==> src/rtl/dvs_pkg.sv <==
package dvs_pkg;
  localparam int NCOEF = 4;

  typedef enum logic {
    OP_DBL = 1'b0,
    OP_ADD = 1'b1
  } grp_op_e;

  typedef enum logic [2:0] {
    ST_IDLE,
    ST_PREP,
    ST_DBL_REQ,
    ST_DBL_WAIT,
    ST_ADD_REQ,
    ST_ADD_WAIT,
    ST_FIN
  } seq_state_e;
endpackage

==> src/rtl/dvs_scan.sv <==
module dvs_scan #(
  parameter int KW = 16,
  localparam int CW = $clog2(KW + 1)
) (
  input  logic          clk,
  input  logic          rst_n,
  input  logic          load,
  input  logic          shift,
  input  logic [KW-1:0] k_in,
  output logic          cur_bit,
  output logic          k_zero,
  output logic          none_left,
  output logic          last_bit
);
  logic [KW-1:0] sreg;
  logic [CW-1:0] rem;
  logic [CW-1:0] lead;
  logic [CW-1:0] sh;

  // leading-one position of the incoming scalar
  always_comb begin
    lead = '0;
    for (int i = 0; i < KW; i++) begin
      if (k_in[i]) lead = CW'(i);
    end
    sh = CW'(KW) - lead;
  end

  always_ff @(posedge clk) begin
    if (!rst_n) begin
      sreg   <= '0;
      rem    <= '0;
      k_zero <= 1'b0;
    end else if (load) begin
      sreg   <= k_in << sh;
      rem    <= lead;
      k_zero <= (k_in == '0);
    end else if (shift && rem != '0) begin
      sreg <= sreg << 1;
      rem  <= rem - 1'b1;
    end
  end

  assign cur_bit   = sreg[KW-1];
  assign none_left = (rem == '0);
  assign last_bit  = (rem == CW'(1));

  // each consumed bit lowers the remaining count by one
  a_r3_rem_step: assert property (@(posedge clk) disable iff (!rst_n)
    (shift && !load && rem != '0) |=> (rem == $past(rem) - 1'b1));
endmodule

==> src/rtl/dvs_acc.sv <==
module dvs_acc #(
  parameter int FW = 16,
  localparam int DW = dvs_pkg::NCOEF * FW
) (
  input  logic          clk,
  input  logic          rst_n,
  input  logic          ld_base,
  input  logic          wr_rsp,
  input  logic          clr,
  input  logic [DW-1:0] base_in,
  input  logic [DW-1:0] rsp_in,
  output logic [DW-1:0] acc
);
  for (genvar c = 0; c < dvs_pkg::NCOEF; c++) begin : g_coef
    logic [FW-1:0] r;
    always_ff @(posedge clk) begin
      if (!rst_n || clr) r <= '0;
      else if (ld_base)  r <= base_in[c*FW +: FW];
      else if (wr_rsp)   r <= rsp_in[c*FW +: FW];
    end
    assign acc[c*FW +: FW] = r;
  end
endmodule

==> src/rtl/dvs_ctrl.sv <==
module dvs_ctrl
  import dvs_pkg::*;
(
  input  logic    clk,
  input  logic    rst_n,
  input  logic    start,
  input  logic    k_zero,
  input  logic    none_left,
  input  logic    last_bit,
  input  logic    cur_bit,
  input  logic    cmd_ready,
  input  logic    rsp_valid,
  output logic    scan_load,
  output logic    scan_shift,
  output logic    acc_ld,
  output logic    acc_wr,
  output logic    acc_clr,
  output logic    prm_ld,
  output logic    cmd_valid,
  output grp_op_e cmd_op,
  output logic    busy,
  output logic    done
);
  seq_state_e st, st_nx;

  always_ff @(posedge clk) begin
    if (!rst_n) st <= ST_IDLE;
    else        st <= st_nx;
  end

  always_comb begin
    st_nx      = st;
    scan_load  = 1'b0;
    scan_shift = 1'b0;
    acc_ld     = 1'b0;
    acc_wr     = 1'b0;
    acc_clr    = 1'b0;
    prm_ld     = 1'b0;
    cmd_valid  = 1'b0;
    cmd_op     = OP_DBL;
    unique case (st)
      ST_IDLE: if (start) begin
        scan_load = 1'b1;
        acc_ld    = 1'b1;
        prm_ld    = 1'b1;
        st_nx     = ST_PREP;
      end
      ST_PREP: begin
        if (k_zero) begin
          acc_clr = 1'b1;
          st_nx   = ST_FIN;
        end else if (none_left) st_nx = ST_FIN;
        else                    st_nx = ST_DBL_REQ;
      end
      ST_DBL_REQ: begin
        cmd_valid = 1'b1;
        cmd_op    = OP_DBL;
        if (cmd_ready) st_nx = ST_DBL_WAIT;
      end
      ST_DBL_WAIT: if (rsp_valid) begin
        acc_wr = 1'b1;
        st_nx  = ST_ADD_REQ;
      end
      ST_ADD_REQ: begin
        cmd_valid = 1'b1;
        cmd_op    = OP_ADD;
        if (cmd_ready) st_nx = ST_ADD_WAIT;
      end
      ST_ADD_WAIT: if (rsp_valid) begin
        acc_wr     = cur_bit;  // sum kept only for a 1 bit
        scan_shift = 1'b1;
        st_nx      = last_bit ? ST_FIN : ST_DBL_REQ;
      end
      ST_FIN: st_nx = ST_IDLE;
      default: st_nx = ST_IDLE;
    endcase
  end

  assign busy = (st != ST_IDLE);
  assign done = (st == ST_FIN);

  // kind of the last command accepted by the engine
  grp_op_e last_fire;
  always_ff @(posedge clk) begin
    if (!rst_n) last_fire <= OP_ADD;
    else if (cmd_valid && cmd_ready) last_fire <= cmd_op;
  end

  // accepted commands alternate double, add
  a_r3_alternate: assert property (@(posedge clk) disable iff (!rst_n)
    (cmd_valid && cmd_ready) |-> (cmd_op != last_fire));

  // done is a single-cycle pulse that ends the busy period
  a_r7_done_pulse: assert property (@(posedge clk) disable iff (!rst_n)
    done |=> (!done && !busy));

  // no command while a response is outstanding
  a_r6_one_outstanding: assert property (@(posedge clk) disable iff (!rst_n)
    (cmd_valid && cmd_ready) |=> !cmd_valid);
endmodule

==> src/rtl/dvs_scalar_seq.sv <==
module dvs_scalar_seq
  import dvs_pkg::*;
#(
  parameter int KW = 16,
  parameter int FW = 16,
  localparam int DW = NCOEF * FW
) (
  input  logic          clk,
  input  logic          rst_n,
  input  logic          start,
  input  logic [KW-1:0] scalar_k,
  input  logic [FW-1:0] fld_mod,
  input  logic [DW-1:0] crv_coef,
  input  logic [DW-1:0] base_div,
  output logic          cmd_valid,
  input  logic          cmd_ready,
  output logic          cmd_op,
  output logic [DW-1:0] cmd_acc,
  output logic [DW-1:0] cmd_base,
  output logic [FW-1:0] eng_mod,
  output logic [DW-1:0] eng_coef,
  input  logic          rsp_valid,
  input  logic [DW-1:0] rsp_div,
  output logic          busy,
  output logic          done,
  output logic [DW-1:0] res_div
);
  logic    scan_load, scan_shift, acc_ld, acc_wr, acc_clr, prm_ld;
  logic    cur_bit, k_zero, none_left, last_bit;
  grp_op_e op_e;
  logic [DW-1:0] acc;

  dvs_scan #(.KW(KW)) u_scan (
    .clk       (clk),
    .rst_n     (rst_n),
    .load      (scan_load),
    .shift     (scan_shift),
    .k_in      (scalar_k),
    .cur_bit   (cur_bit),
    .k_zero    (k_zero),
    .none_left (none_left),
    .last_bit  (last_bit)
  );

  dvs_acc #(.FW(FW)) u_acc (
    .clk     (clk),
    .rst_n   (rst_n),
    .ld_base (acc_ld),
    .wr_rsp  (acc_wr),
    .clr     (acc_clr),
    .base_in (base_div),
    .rsp_in  (rsp_div),
    .acc     (acc)
  );

  dvs_ctrl u_ctrl (
    .clk        (clk),
    .rst_n      (rst_n),
    .start      (start),
    .k_zero     (k_zero),
    .none_left  (none_left),
    .last_bit   (last_bit),
    .cur_bit    (cur_bit),
    .cmd_ready  (cmd_ready),
    .rsp_valid  (rsp_valid),
    .scan_load  (scan_load),
    .scan_shift (scan_shift),
    .acc_ld     (acc_ld),
    .acc_wr     (acc_wr),
    .acc_clr    (acc_clr),
    .prm_ld     (prm_ld),
    .cmd_valid  (cmd_valid),
    .cmd_op     (op_e),
    .busy       (busy),
    .done       (done)
  );

  // field and curve parameters frozen for the whole run
  always_ff @(posedge clk) begin
    if (!rst_n) begin
      eng_mod  <= '0;
      eng_coef <= '0;
    end else if (prm_ld) begin
      eng_mod  <= fld_mod;
      eng_coef <= crv_coef;
    end
  end

  assign cmd_op   = op_e;
  assign cmd_acc  = acc;
  assign cmd_base = base_div;
  assign res_div  = acc;

  // a stalled command keeps its contents
  a_r6_hold: assert property (@(posedge clk) disable iff (!rst_n)
    (cmd_valid && !cmd_ready) |=> (cmd_valid && $stable(cmd_op) && $stable(cmd_acc)));

  // engine parameters do not move during a run
  a_r10_prm_stable: assert property (@(posedge clk) disable iff (!rst_n)
    (busy && $past(busy)) |-> ($stable(eng_mod) && $stable(eng_coef)));

  // result holds while idle
  a_r7_res_hold: assert property (@(posedge clk) disable iff (!rst_n)
    (!busy && !start && $past(!busy)) |=> $stable(res_div));
endmodule

==> config.mk <==
export PLATFORM = sky130hd
export DESIGN_NAME = dvs_scalar_seq
export DESIGN_NICKNAME = d
export VERILOG_FILES = /design/src/rtl/dvs_pkg.sv /design/src/rtl/dvs_scan.sv /design/src/rtl/dvs_acc.sv /design/src/rtl/dvs_ctrl.sv /design/src/rtl/dvs_scalar_seq.sv
export SDC_FILE = /design/constraint.sdc
export NUM_CORES = 1
export LEC_CHECK = 0
export BUFFER_PORTS_ARGS = -buffer_cell sky130_fd_sc_hd__buf_2
export CAP_MARGIN = 0
export CELL_PAD_IN_SITES_DETAIL_PLACEMENT = 0
export CELL_PAD_IN_SITES_GLOBAL_PLACEMENT = 2
export CORE_MARGIN = 4
export CORE_UTILIZATION = 25
export CTS_CLUSTER_SIZE = 10
export DETAILED_ROUTE_END_ITERATION = 8
export PLACE_DENSITY_LB_ADDON = 0.1
export SLEW_MARGIN = 20
export SYNTH_ARGS = -nofsm -noshare
export SYNTH_HDL_FRONTEND = slang
export SYNTH_SLANG_ARGS = --single-unit
==> constraint.sdc <==
create_clock -name clk -period 5.05 [get_ports clk]
set_input_delay 0.505 -clock clk [delete_from_list [all_inputs] [get_ports clk]]
set_output_delay 0.505 -clock clk [all_outputs]
set_load 0.03 [all_outputs]
==> report_table.html <==
<table>
<tr><th>Metric</th><th>Value</th></tr>
<tr><th colspan="2">STA</th></tr>
<tr><td>Max-Slew Margin vs Limit</td><td>36.3%</td></tr>
<tr><td>Number of failing hold endpoints at the final stage</td><td>0</td></tr>
<tr><td>Shortest clock period the worst path allows after layout</td><td>3.38 ns</td></tr>
<tr><td>Worst Clk Skew</td><td>0.0119 ns</td></tr>
<tr><td>Setup Total Neg Slack</td><td>0 ns</td></tr>
<tr><td>Slew @ Worst Pin</td><td>0.952 ns</td></tr>
<tr><td>Final Setup Violations</td><td>0</td></tr>
<tr><td>Total count of max-transition violations in the final report</td><td>0</td></tr>
<tr><td>RSZ-0062 raised after global routing</td><td>false</td></tr>
<tr><td>WHS</td><td>0.311 ns</td></tr>
<tr><td>Highest Clock Rate</td><td>296 MHz</td></tr>
<tr><td>Post-route clock period utilization</td><td>66.9%</td></tr>
<tr><th colspan="2">Hold path</th></tr>
<tr><td>Worst hold-check path type</td><td>input port to flip-flop</td></tr>
<tr><th colspan="2">Clocking</th></tr>
<tr><td>Clock transition at the registers of the reported paths</td><td>0.08 ns</td></tr>
<tr><td>Setup repair bufs after CTS</td><td>0</td></tr>
<tr><td>Number of buffers between clock root and the deepest sink</td><td>2</td></tr>
<tr><td>Resized Gates After CTS</td><td>0</td></tr>
<tr><td>TritonCTS Buffers</td><td>17</td></tr>
<tr><td>CTS Root Cell</td><td>sky130_fd_sc_hd__clkbuf_16</td></tr>
<tr><td>Clock tree from TritonCTS</td><td>done</td></tr>
<tr><td>Level count of the clock H-tree</td><td>4</td></tr>
<tr><td>Clock sink total</td><td>169</td></tr>
<tr><td>Hold-fix buffers at CTS</td><td>0</td></tr>
<tr><td>Clock latency of the later-clocked register in the worst-skew pair</td><td>0.44 ns</td></tr>
<tr><th colspan="2">Placed design</th></tr>
<tr><td>Port Buffers</td><td>504</td></tr>
<tr><td>Inst Count DP</td><td>1896</td></tr>
<tr><td>Weighted congestion reported at the end of routability-driven placement</td><td>0.837</td></tr>
<tr><td>Area after detailed placement</td><td>10700 sq um</td></tr>
<tr><td>Detailed placement HPWL</td><td>29500 microns</td></tr>
<tr><th colspan="2">Synth</th></tr>
<tr><td>Synthesized area</td><td>8810 sq um</td></tr>
<tr><td>Avg Synthesized Cell Area</td><td>7.76 sq um</td></tr>
<tr><td>Area fraction of the dominant cell type after synthesis</td><td>38.4%</td></tr>
<tr><td>Flip-flop and latch count after synthesis</td><td>169</td></tr>
<tr><td>Main combinational cell family by area after synthesis</td><td>compound AO/OA/AOI/OAI gates</td></tr>
<tr><td>Count of unique library cells instantiated by Yosys</td><td>68</td></tr>
<tr><td>Top cell type by total area after synthesis</td><td>sky130_fd_sc_hd__dfxtp_1</td></tr>
<tr><td>Most frequently used flop master after synthesis</td><td>sky130_fd_sc_hd__dfxtp_1</td></tr>
<tr><td>Post-synthesis share of cell area spent on xor and xnor gates</td><td>0.483%</td></tr>
<tr><td>EDFF count, synth</td><td>0</td></tr>
<tr><td>Synthesized netlist net count</td><td>1367</td></tr>
<tr><td>Post-synthesis instance total</td><td>1135</td></tr>
<tr><td>Share of synthesized area occupied by flip-flops and latches</td><td>38.4%</td></tr>
<tr><td>Post-Synth Adder-Cell Area</td><td>0.426%</td></tr>
<tr><td>Multiplexer share of the synthesized area</td><td>1.60%</td></tr>
<tr><td>Complex-gate fraction of the synthesized area</td><td>23.6%</td></tr>
<tr><td>Async set or reset register ratio after synthesis</td><td>0%</td></tr>
<tr><td>Most used standard cell by instance count after synthesis</td><td>sky130_fd_sc_hd__nand2_1</td></tr>
<tr><td>Post-Synth Simple-Gate Area</td><td>20.7%</td></tr>
<tr><td>Top post-synthesis cells by count</td><td>329 x sky130_fd_sc_hd__nand2_1, 169 x sky130_fd_sc_hd__dfxtp_1, 128 x sky130_fd_sc_hd__buf_4</td></tr>
<tr><td>Warnings from Yosys</td><td>0</td></tr>
<tr><td>Synth area leaders</td><td>sky130_fd_sc_hd__dfxtp_1 38%, sky130_fd_sc_hd__nand2_1 14%, sky130_fd_sc_hd__buf_4 11%</td></tr>
<tr><th colspan="2">Finish</th></tr>
<tr><td>Area occupied by multi-input gates</td><td>4150 sq um</td></tr>
<tr><td>Fraction of layout instances using a drive strength above 1</td><td>38.4%</td></tr>
<tr><td>Core Util, Final</td><td>32.7%</td></tr>
<tr><td>Finished Layout Cells</td><td>1933</td></tr>
<tr><td>Fill cells</td><td>3850</td></tr>
<tr><td>Area occupied by registers</td><td>3380 sq um</td></tr>
<tr><td>Layout Nets</td><td>1692</td></tr>
<tr><td>Area growth, synth to finish</td><td>28.7%</td></tr>
<tr><td>Design area</td><td>11300 sq um</td></tr>
<tr><th colspan="2">GRT</th></tr>
<tr><td>Largest net degree at the start of global routing</td><td>71</td></tr>
<tr><td>Antenna violations before repair</td><td>8</td></tr>
<tr><td>Aggregate global routing overflow</td><td>0</td></tr>
<tr><td>Global-route wire length before repair</td><td>56200 microns</td></tr>
<tr><td>Overall track demand over capacity in global routing</td><td>19.1%</td></tr>
<tr><td>Number of global-route vias before repair</td><td>8610</td></tr>
<tr><th colspan="2">Die</th></tr>
<tr><td>Total die area</td><td>38300 sq um</td></tr>
<tr><td>Starting Density</td><td>25.4%</td></tr>
<tr><td>Horizontal extent of the die</td><td>196 microns</td></tr>
<tr><td>Number of standard-cell rows in the floorplan</td><td>68</td></tr>
<tr><td>Die boundary height</td><td>196 microns</td></tr>
<tr><td>Number of primary I/O pins</td><td>505</td></tr>
<tr><td>Core region area</td><td>34600 sq um</td></tr>
<tr><th colspan="2">Drt</th></tr>
<tr><td>Avg Vias per Cell</td><td>4.64</td></tr>
<tr><td>Routed length per instance</td><td>20.1 microns</td></tr>
<tr><td>DRT Wirelength</td><td>38800 microns</td></tr>
<tr><td>DRC violations left</td><td>0</td></tr>
<tr><td>Initial DRC Count</td><td>495</td></tr>
<tr><td>Number of nets with antenna violations after detailed routing</td><td>0</td></tr>
<tr><td>Detailed-routing iteration count for the pre-antenna-repair pass</td><td>4</td></tr>
<tr><td>Vias</td><td>8974</td></tr>
<tr><th colspan="2">Worst setup path</th></tr>
<tr><td>Arrival @ worst endpoint</td><td>3.72 ns</td></tr>
<tr><td>Top delay family on crit path</td><td>compound AO/OA/AOI/OAI gates</td></tr>
<tr><td>Highest cell delay on the worst timing path</td><td>0.43 ns</td></tr>
<tr><td>Worst Setup Start Kind</td><td>input port</td></tr>
<tr><td>Number of buffers and inverters on the critical path</td><td>3</td></tr>
<tr><td>Critical path type</td><td>input port to flip-flop</td></tr>
<tr><td>Critical path data required time</td><td>5.39 ns</td></tr>
<tr><td>Critical path's slowest cell</td><td>sky130_fd_sc_hd__or3_1</td></tr>
<tr><td>Category of the worst setup path capture point</td><td>flip-flop</td></tr>
<tr><td>Most Frequent Cell on Critical Path</td><td>sky130_fd_sc_hd__nand2_1</td></tr>
<tr><td>Sequence of cells on the critical path</td><td>buf_2 &gt; or3_1 &gt; o211ai_2 &gt; nand2_1 &gt; inv_1 &gt; ha_1 &gt; inv_2 &gt; nand2_1 &gt; a211oi_1 &gt; a31oi_1 &gt; mux2_2 &gt; o31ai_1</td></tr>
<tr><td>Critical path peak fanout</td><td>19</td></tr>
<tr><th colspan="2">Power</th></tr>
<tr><td>Max VDD drop</td><td>0.319 mV</td></tr>
<tr><td>Pwr/cell area</td><td>602 nW/um^2</td></tr>
<tr><td>Leakage Power</td><td>5.35 nW</td></tr>
<tr><th colspan="2">Outcome</th></tr>
<tr><td>Run status</td><td>finished clean</td></tr>
<tr><th colspan="2">Run</th></tr>
<tr><td>Number of violations of the max-capacitance limit</td><td>0</td></tr>
</table>
==> routing by layer <==
layer / share of wire (%) / up-vias / track usage [%] / wire (microns)
met1: 40 / 4237 / 22.6 / 15500
met3: 5.6 / 30 / 4.12 / 2170
met4: 1.6 / 0 / 5.20 / 614
met2: 53 / 280 / 34.8 / 20500
li1: - / 4427 / - / -
met5: 0 / - / 0 / 0
==> flip-flops by register name, indices dropped and copies added (netlist names) <==
register and flops:
eng_coef 64, u_acc.g_coef.r 64, eng_mod 16, u_scan.sreg 16, u_scan.rem 5, u_ctrl.st 3, u_scan.k_zero 1
==> layout by cell type, fill, tap and decap left out, types with 5 or more instances in the layout <==
master,count
sky130_fd_sc_hd__o211ai_1,5
sky130_fd_sc_hd__nor3_1,8
sky130_fd_sc_hd__a21oi_1,13
sky130_fd_sc_hd__o31ai_1,5
sky130_fd_sc_hd__nand3_1,7
sky130_fd_sc_hd__nand2_1,327
sky130_fd_sc_hd__clkbuf_16,17
sky130_fd_sc_hd__a31oi_1,6
sky130_fd_sc_hd__a311oi_1,65
sky130_fd_sc_hd__and2_1,5
sky130_fd_sc_hd__o21ai_0,38
sky130_fd_sc_hd__dfxtp_1,169
sky130_fd_sc_hd__diode_2,6
sky130_fd_sc_hd__inv_1,8
sky130_fd_sc_hd__buf_4,9
sky130_fd_sc_hd__nand2b_1,7
sky130_fd_sc_hd__o21a_1,7
sky130_fd_sc_hd__a21boi_0,81
sky130_fd_sc_hd__buf_2,504
sky130_fd_sc_hd__nor2_1,88
sky130_fd_sc_hd__a211oi_1,7
==> cell type report <==
type	count	area share, %
Clock inverter	11	1.00
Inverter	9	0.298
Tap cell	455	5.02
Sequential cell	169	29.8
Multi-Input combinational cell	749	36.6
Clock buffer	20	4.12
Timing Repair Buffer	514	23.0
Antenna cell	6	0.132
==> worst min-delay path: cells and delay by family <==
family | cells | cell delay [ns]
simple gates | 1 | 0.04
compound gates | 1 | 0.06
buf+inv | 1 | 0.09
==> power by group <==
| group | internal, W | switching, W | leakage, nW | total [W] |
|---|---|---|---|---|
| clock | 0.000726 | 0.000608 | 0.281 | 0.00133 |
| sequential | 0.00172 | 0.000284 | 1.39 | 0.00200 |
| combinational | 0.000956 | 0.00253 | 3.68 | 0.00348 |
| total | 0.00340 | 0.00342 | 5.35 | 0.00682 |
==> path summary, 6_finish.rpt <==
path	slack [ns]	to	startpoint	depth (start not counted)
max	1.67	u_scan.sreg[14]	scalar_k[11]	12
min reg2reg	0.45	u_scan.rem[4]	u_scan.rem[4]	2
max reg2reg	2.16	u_scan.sreg[12]	u_ctrl.st[2]	6
min	0.31	eng_coef[59]	crv_coef[59]	3
==> cell families after synthesis <==
family | count (synthesis)
fa+ha+maj | 3
mux | 9
compound gates | 274
flops | 169
buf+inv | 217
simple gates | 459
xor+xnor | 4
==> metrics by stage <==
stage	setup WS [ns]	power, W
final	1.67	0.00682
after global routing	1.41	0.00728
after floorplan	1.97	0.00465
after global placement	1.22	0.00559
after CTS	1.73	0.00695
after detailed placement	1.26	0.00559
Power figures use the tool's default switching activity.
